### src/rtl/pwm_pkg.sv
package pwm_pkg;

   localparam int FLD_W = 2;

   localparam logic [FLD_W-1:0] FLD_DIV    = 2'd0;
   localparam logic [FLD_W-1:0] FLD_PERIOD = 2'd1;
   localparam logic [FLD_W-1:0] FLD_DUTY   = 2'd2;
   localparam logic [FLD_W-1:0] FLD_MODE   = 2'd3;

   typedef enum logic {
      CNT_UP     = 1'b0,
      CNT_UPDOWN = 1'b1
   } cnt_mode_e;

endpackage

### src/rtl/pwm_prescale.sv
module pwm_prescale #(
   parameter int W = 16
) (
   input  logic         clk,
   input  logic         rst_n,
   input  logic         in_tick,
   input  logic [W-1:0] div,
   output logic         tick_o
);
   logic [W-1:0] cnt_q;
   logic         at_top;

   // >= lets a lowered divisor take effect without a long wrap-around
   assign at_top = (cnt_q >= div);
   assign tick_o = in_tick && at_top;

   always_ff @(posedge clk or negedge rst_n) begin
      if (!rst_n)       cnt_q <= '0;
      else if (in_tick) cnt_q <= at_top ? '0 : cnt_q + W'(1);
   end
endmodule

### src/rtl/pwm_timebase.sv
module pwm_timebase #(
   parameter int W = 16
) (
   input  logic         clk,
   input  logic         rst_n,
   input  logic         cnt_en,
   input  logic [W-1:0] period,
   input  logic         updown,
   output logic [W-1:0] cnt_o,
   output logic         wrap_o
);
   logic dir_up_q;
   logic idle;
   logic last_step;

   assign idle = (period == '0);

   always_comb begin
      if (updown) last_step = !dir_up_q && (cnt_o <= W'(1));
      else        last_step = (cnt_o >= period);
   end

   assign wrap_o = cnt_en && (idle || last_step);

   always_ff @(posedge clk or negedge rst_n) begin
      if (!rst_n) begin
         cnt_o    <= '0;
         dir_up_q <= 1'b1;
      end else if (wrap_o) begin
         cnt_o    <= '0;
         dir_up_q <= 1'b1;
      end else if (cnt_en) begin
         if (updown && !dir_up_q) begin
            cnt_o <= cnt_o - W'(1);
         end else begin
            cnt_o <= cnt_o + W'(1);
            if (updown && (cnt_o >= period - W'(1))) dir_up_q <= 1'b0;
         end
      end
   end

   AST_CNT_BOUND: assert property (@(posedge clk) disable iff (!rst_n)
      !idle |-> (cnt_o <= period));
   AST_DOWN_NONZERO: assert property (@(posedge clk) disable iff (!rst_n)
      (updown && !dir_up_q) |-> (cnt_o != '0));
endmodule

### src/rtl/pwm_channel.sv
module pwm_channel
   import pwm_pkg::*;
#(
   parameter int W = 16
) (
   input  logic             clk,
   input  logic             rst_n,
   input  logic             base_tick,
   input  logic             wr_en,
   input  logic [FLD_W-1:0] wr_fld,
   input  logic [W-1:0]     wr_data,
   output logic             pwm_o,
   output logic             trig_o
);
   logic [W-1:0] div_q;
   logic [W-1:0] sh_period, sh_duty;
   logic [W-1:0] act_period, act_duty;
   cnt_mode_e    sh_mode, act_mode;
   logic         cnt_en, wrap, trig_q, updown;
   logic [W-1:0] cnt;
   logic [W:0]   full_code, cnt_x2, duty_x;

   // divider applies at once; period/duty/mode wait in shadows
   always_ff @(posedge clk or negedge rst_n) begin
      if (!rst_n) begin
         div_q     <= '0;
         sh_period <= '0;
         sh_duty   <= '0;
         sh_mode   <= CNT_UPDOWN;
      end else if (wr_en) begin
         case (wr_fld)
            FLD_DIV:    div_q     <= wr_data;
            FLD_PERIOD: sh_period <= wr_data;
            FLD_DUTY:   sh_duty   <= wr_data;
            default:    sh_mode   <= cnt_mode_e'(wr_data[0]);
         endcase
      end
   end

   always_ff @(posedge clk or negedge rst_n) begin
      if (!rst_n) begin
         act_period <= '0;
         act_duty   <= '0;
         act_mode   <= CNT_UPDOWN;
         trig_q     <= 1'b0;
      end else if (wrap) begin
         act_period <= sh_period;
         act_duty   <= sh_duty;
         act_mode   <= sh_mode;
         trig_q     <= (sh_period != '0);
      end else begin
         trig_q     <= 1'b0;
      end
   end

   assign updown = (act_mode == CNT_UPDOWN);
   assign trig_o = trig_q;

   pwm_prescale #(.W(W)) u_div (
      .clk     (clk),
      .rst_n   (rst_n),
      .in_tick (base_tick),
      .div     (div_q),
      .tick_o  (cnt_en)
   );

   pwm_timebase #(.W(W)) u_tb (
      .clk     (clk),
      .rst_n   (rst_n),
      .cnt_en  (cnt_en),
      .period  (act_period),
      .updown  (updown),
      .cnt_o   (cnt),
      .wrap_o  (wrap)
   );

   // duty is measured against 2*period in up-down mode
   assign full_code = {act_period, 1'b0} - (W+1)'(2);
   assign cnt_x2    = {cnt, 1'b0};
   assign duty_x    = {1'b0, act_duty};

   always_comb begin
      if (act_period == '0 || act_duty == '0) pwm_o = 1'b0;
      else if (updown) pwm_o = (duty_x >= full_code) || (cnt_x2 < duty_x);
      else             pwm_o = (cnt < act_duty);
   end

   AST_TRIG_AT_MIN: assert property (@(posedge clk) disable iff (!rst_n)
      trig_o |-> (cnt == '0));
   AST_TRIG_ONE_CYCLE: assert property (@(posedge clk) disable iff (!rst_n)
      trig_o |=> !trig_o);
   AST_START_ACTIVE: assert property (@(posedge clk) disable iff (!rst_n)
      (trig_o && act_duty != '0) |-> pwm_o);
   AST_SHADOW_HOLD: assert property (@(posedge clk) disable iff (!rst_n)
      !wrap |=> ($stable(act_period) && $stable(act_duty) && $stable(act_mode)));
   AST_IDLE_NO_TRIG: assert property (@(posedge clk) disable iff (!rst_n)
      (act_period == '0) |-> !trig_o);
endmodule

### src/rtl/pwm_center_timer.sv
module pwm_center_timer
   import pwm_pkg::*;
#(
   parameter int CNT_W  = 16,
   parameter int NUM_CH = 2,
   parameter int ADDR_W = 4
) (
   input  logic              clk,
   input  logic              rst_n,
   input  logic              wr_en,
   input  logic [ADDR_W-1:0] wr_addr,
   input  logic [CNT_W-1:0]  wr_data,
   output logic [NUM_CH-1:0] pwm_o,
   output logic [NUM_CH-1:0] trig_o
);
   localparam int GRP_W = ADDR_W - FLD_W;

   if (CNT_W < 2 || CNT_W > 32) begin : g_bad_width
      $error("CNT_W must lie in 2..32");
   end
   if (NUM_CH < 1) begin : g_bad_count
      $error("NUM_CH must be at least 1");
   end
   if (GRP_W < 1 || (1 << GRP_W) < NUM_CH + 1) begin : g_bad_addr
      $error("ADDR_W too narrow for NUM_CH channel groups");
   end

   logic [GRP_W-1:0] wr_grp;
   logic [FLD_W-1:0] wr_fld;
   logic [CNT_W-1:0] gdiv_q;
   logic             gtick;

   assign wr_grp = wr_addr[ADDR_W-1:FLD_W];
   assign wr_fld = wr_addr[FLD_W-1:0];

   always_ff @(posedge clk or negedge rst_n) begin
      if (!rst_n) gdiv_q <= '0;
      else if (wr_en && wr_grp == '0 && wr_fld == FLD_DIV) gdiv_q <= wr_data;
   end

   pwm_prescale #(.W(CNT_W)) u_gdiv (
      .clk     (clk),
      .rst_n   (rst_n),
      .in_tick (1'b1),
      .div     (gdiv_q),
      .tick_o  (gtick)
   );

   for (genvar c = 0; c < NUM_CH; c++) begin : g_ch
      logic ch_wr;
      assign ch_wr = wr_en && (wr_grp == GRP_W'(c + 1));

      pwm_channel #(.W(CNT_W)) u_ch (
         .clk       (clk),
         .rst_n     (rst_n),
         .base_tick (gtick),
         .wr_en     (ch_wr),
         .wr_fld    (wr_fld),
         .wr_data   (wr_data),
         .pwm_o     (pwm_o[c]),
         .trig_o    (trig_o[c])
      );

      AST_TRIG_AFTER_BASE: assert property (@(posedge clk) disable iff (!rst_n)
         trig_o[c] |-> $past(gtick));
   end
endmodule

### config.mk
export PLATFORM = sky130hd
export DESIGN_NAME = pwm_center_timer
export DESIGN_NICKNAME = d
export VERILOG_FILES = /design/src/rtl/pwm_pkg.sv /design/src/rtl/pwm_prescale.sv /design/src/rtl/pwm_timebase.sv /design/src/rtl/pwm_channel.sv /design/src/rtl/pwm_center_timer.sv
export SDC_FILE = /design/constraint.sdc
export NUM_CORES = 1
export LEC_CHECK = 0
export BUFFER_PORTS_ARGS = -buffer_cell sky130_fd_sc_hd__buf_2
export CAP_MARGIN = 20
export CORE_ASPECT_RATIO = 0.9
export CORE_MARGIN = 2
export CORE_UTILIZATION = 30
export CTS_CLUSTER_SIZE = 24
export DETAILED_ROUTE_END_ITERATION = 12
export PLACE_DENSITY = 0.52
export SETUP_SLACK_MARGIN = 0.5
export SLEW_MARGIN = 40
export SYNTH_ARGS = -nofsm -noshare
export SYNTH_HDL_FRONTEND = slang
export SYNTH_SLANG_ARGS = --single-unit
### constraint.sdc
create_clock -name clk -period 3.6 [get_ports clk]
set_input_delay 0 -clock clk [delete_from_list [all_inputs] [get_ports clk]]
set_output_delay 0 -clock clk [all_outputs]
set_load 0.05 [all_outputs]
==> reports/metrics.yaml <==
worst_setup_path:
  setup.worst_path.class: "flop to primary output"
  critPathLaunchType: "flop"
  end_kind: "primary output"
  r2r-start: "g_ch[1].u_ch.act_period[9]$_DFFE_PN0N_"
  reg2reg_to: "g_ch[1].u_ch.u_tb.dir_up_q$_DFFE_PN1P_"
  r2r_cells: 14
  setup.worst_path.start: "g_ch[0].u_ch.act_period[1]$_DFFE_PN0N_"
  arrival_ns: 3.81
  cp.required_ns: 3.60
  path_max_fanout: 3
  r2r_setup_slack_ns: 0.69
final_layout:
  area_growth_pct: 18.6
  finalNonFillerCells: 2541
  utilization_pct: 35.9
  drive_gt1_share_pct: 19.8
  diodes: 0
  fillers: 5595
  nNetsFinal: 1988
timing:
  max_slew_margin_pct: 46.8
  fin_setup_tns_ns: -0.209
  final.setup.worst_slack_ns: -0.209
  finClkSkew_ns: 0.0247
  fin_crit_ns: 3.81
  finalSetupViolCount: 1
  timing.fmax_ghz: 0.263
  rsz0062_at_grt: "yes"
  worst_slew_pin_slew_ns: 0.798
  whs_ns: -0.00176
  finalCritPeriodShare_pct: 106
  slew_viol_final: 0
  hold_viol_final: 2
floorplanning:
  die_h_um: 229
  die_w_um: 254
  core_um2: 55600
  rows: 82
  dieArea_um2: 58000
  pin_count: 27
  start_util_pct: 30.3
yosys:
  syn_area_um2: 16800
  synth_edf_count: 0
  synth-seq-area-share_pct: 39.3
  ys_warn_count: 0
  async_flop_share_pct: 100
  syn_nets: 1885
  ys_ff_latch: 264
  synth_area_per_cell_um2: 10.2
  netlist-cell-type-count: 72
  synthCells: 1657
  dominantRegCellSynth: "dfrtp_1"
clock_network:
  clock-sinks: 264
  cts_tree: "done"
  cts_buffers: 34
  clk_latency_ns: 0.54
  clk_pin_slew_ns: 0.06
  cts_buffer_depth: 3
  htreeDepth: 2
  cts-root-buf: "clkbuf_16"
grt:
  grt_max_degree: 75
  gr-usage-all-layers_pct: 15.6
  overflow: 0
  grt_pass1_wl_um: 71700
  grt_pass1_vias: 12500
  antenna_found_initial: 4
route:
  route.detailed.wl_per_inst_um: 17.5
  dr.pass1.iters: 5
  first_iter_violations: 729
  drtAntennaViolNets: 0
  post-route-drc-count: 0
  routed_wl_um: 44400
  route.vias.total: 12900
  viasPerCell: 5.08
place:
  dp_cells: 2435
  dp_hpwl_um: 32400
  gp_congestion: 0.865
  io_buffers: 26
min_path:
  hp-class: "input port to asynchronous set/reset pin"
power:
  power_mw: 8.07
  power_density_nw_per_um2: 404
  vdd_drop_max_uv: 330
  leakagePower_nw: 9.46
outcome:
  violations: "hold timing, setup timing"
  status: "finished with violations"
run:
  max-cap-violations: 0
-- area by class of cell --
type / instances / area, um^2 / share of cell area [%]
clock inverter: 15 / 244 / 1.22
clock buffer: 46 / 1000 / 5.01
timing repair buffer: 115 / 917 / 4.59
tap: 756 / 946 / 4.74
inverter: 132 / 495 / 2.48
multi-input combinational: 1213 / 9740 / 48.8
sequential: 264 / 6620 / 33.2
-- how the worst max path moves through the flow --
stage | end | slack [ns] | depth (start not counted)
finish | pwm_o[0] | -0.21 | 15
global route | pwm_o[0] | -0.47 | 15
CTS | pwm_o[0] | -0.32 | 16
detailed placement | pwm_o[0] | 0.11 | 16
global placement | pwm_o[0] | 0.09 | 16
floorplan | pwm_o[0] | 0.52 | 16
-- metrics by stage --
stage | worst slack [ns] | hold WS (ns) | area [um^2]
6_report | -0.209 | -0.00176 | 20000
5_1_grt | -0.470 | 0.0294 | 20000
4_1_cts | -0.317 | 0.00589 | 19800
3_5_place_dp | 0.115 | -0.0370 | 18100
3_3_place_gp | 0.0885 | 0.176 | 18100
2_1_floorplan | 0.522 | -0.296 | 16900
-- synthesized netlist by cell type, types with 27 or more instances --
master / instances / share of area [%]
dfrtp_1: 258 / 38
ha_1: 205 / 15
mux2_2: 138 / 9.2
inv_1: 132 / 2.9
nor2_1: 101 / 2.3
nand2_1: 98 / 2.2
o21ai_0: 87 / 2.6
a21oi_1: 64 / 1.9
xnor2_1: 53 / 2.8
nand3_1: 44 / 1.3
nor4_1: 38 / 1.4
clkbuf_1: 34 / 0.76
nor3_1: 32 / 0.95
mux2_1: 27 / 1.8
-- per-layer routing --
metal  wire (um)  track usage (%)  vias to the layer above
li1            -                -                     6236
met1       22400             23.2                     6388
met3        1610             1.78                       57
met5           0                0                        -
met4         996             4.41                        0
met2       19400             23.7                      215
-- state kept, by name, indices dropped and copies added, names as in the netlist --
register                 cells
g_ch.u_ch.u_tb.cnt_o        32
g_ch.u_ch.act_mode           2
g_ch.u_ch.u_div.cnt_q       32
g_ch.u_ch.sh_mode            2
g_ch.u_ch.act_duty          32
g_ch.u_ch.sh_period         32
g_ch.u_ch.sh_duty           32
u_gdiv.cnt_q                16
g_ch.u_ch.div_q             32
g_ch.u_ch.act_period        32
g_ch.u_ch.trig_o             2
gdiv_q                      16
g_ch.u_ch.u_tb.dir_up_q      2
-- kinds of logic after synthesis --
logic type      Yosys count  synth area share, %
simple gates            455                 13.9
buf+inv                 180                 4.27
fa+ha+maj               209                 15.5
compound gates          321                 12.6
xor+xnor                 62                 3.31
mux                     166                 11.1
flops                   264                 39.3
-- power by group --
| group | internal [mW] | leakage [nW] | switching (mW) |
|---|---|---|---|
| Clock | 2.39 | 0.613 | 1.38 |
| Sequential | 3.30 | 3.45 | 0.214 |
| Combinational | 0.391 | 5.39 | 0.394 |
| Total | 6.09 | 9.46 | 1.99 |
-- cell usage in the layout (no fill, tap or decap), types with 14 or more instances in the layout --
cell and n:
clkbuf_16 37, o21ai_0 82, a21oi_1 62, nand2_1 92, and3_1 17, xnor2_1 48
mux2_1 27, o21a_1 17, dlygate4sd3_1 19, ha_1 203, nand3_1 43, inv_1 130
nor4_1 33, nand2b_1 21, buf_4 66, nor2_1 99, buf_2 23, nand4_1 26
mux2_2 138, or3_1 14, o31ai_1 15, nor2b_1 22, dfrtp_1 255, a21o_1 26
nor3_1 29
-- what timing repair did --
item,4_1_cts,5_1_grt
hold buffers,19,0
pin swaps,26,21
hold endpoints to repair,348,0
cloned,0,0
setup buffers,16,10
endpoints found under the setup margin,2,49
gates resized for setup,31,21
-- critical path, stage by stage, from the launching register on --
cell and delay [ns]:
dfrtp_1 0.39, buf_4 0.15, or4_4 0.52, nor3_4 0.25, nand2_2 0.11, nor4_2 0.17, xnor2_1 0.19, ha_1 0.30
a21o_1 0.18, a211oi_2 0.22, a21oi_1 0.06, a31oi_1 0.14, nand3_1 0.11, o21ai_1 0.15, a31oi_1 0.12, buf_4 0.23
(Power assumes the default switching activity.)
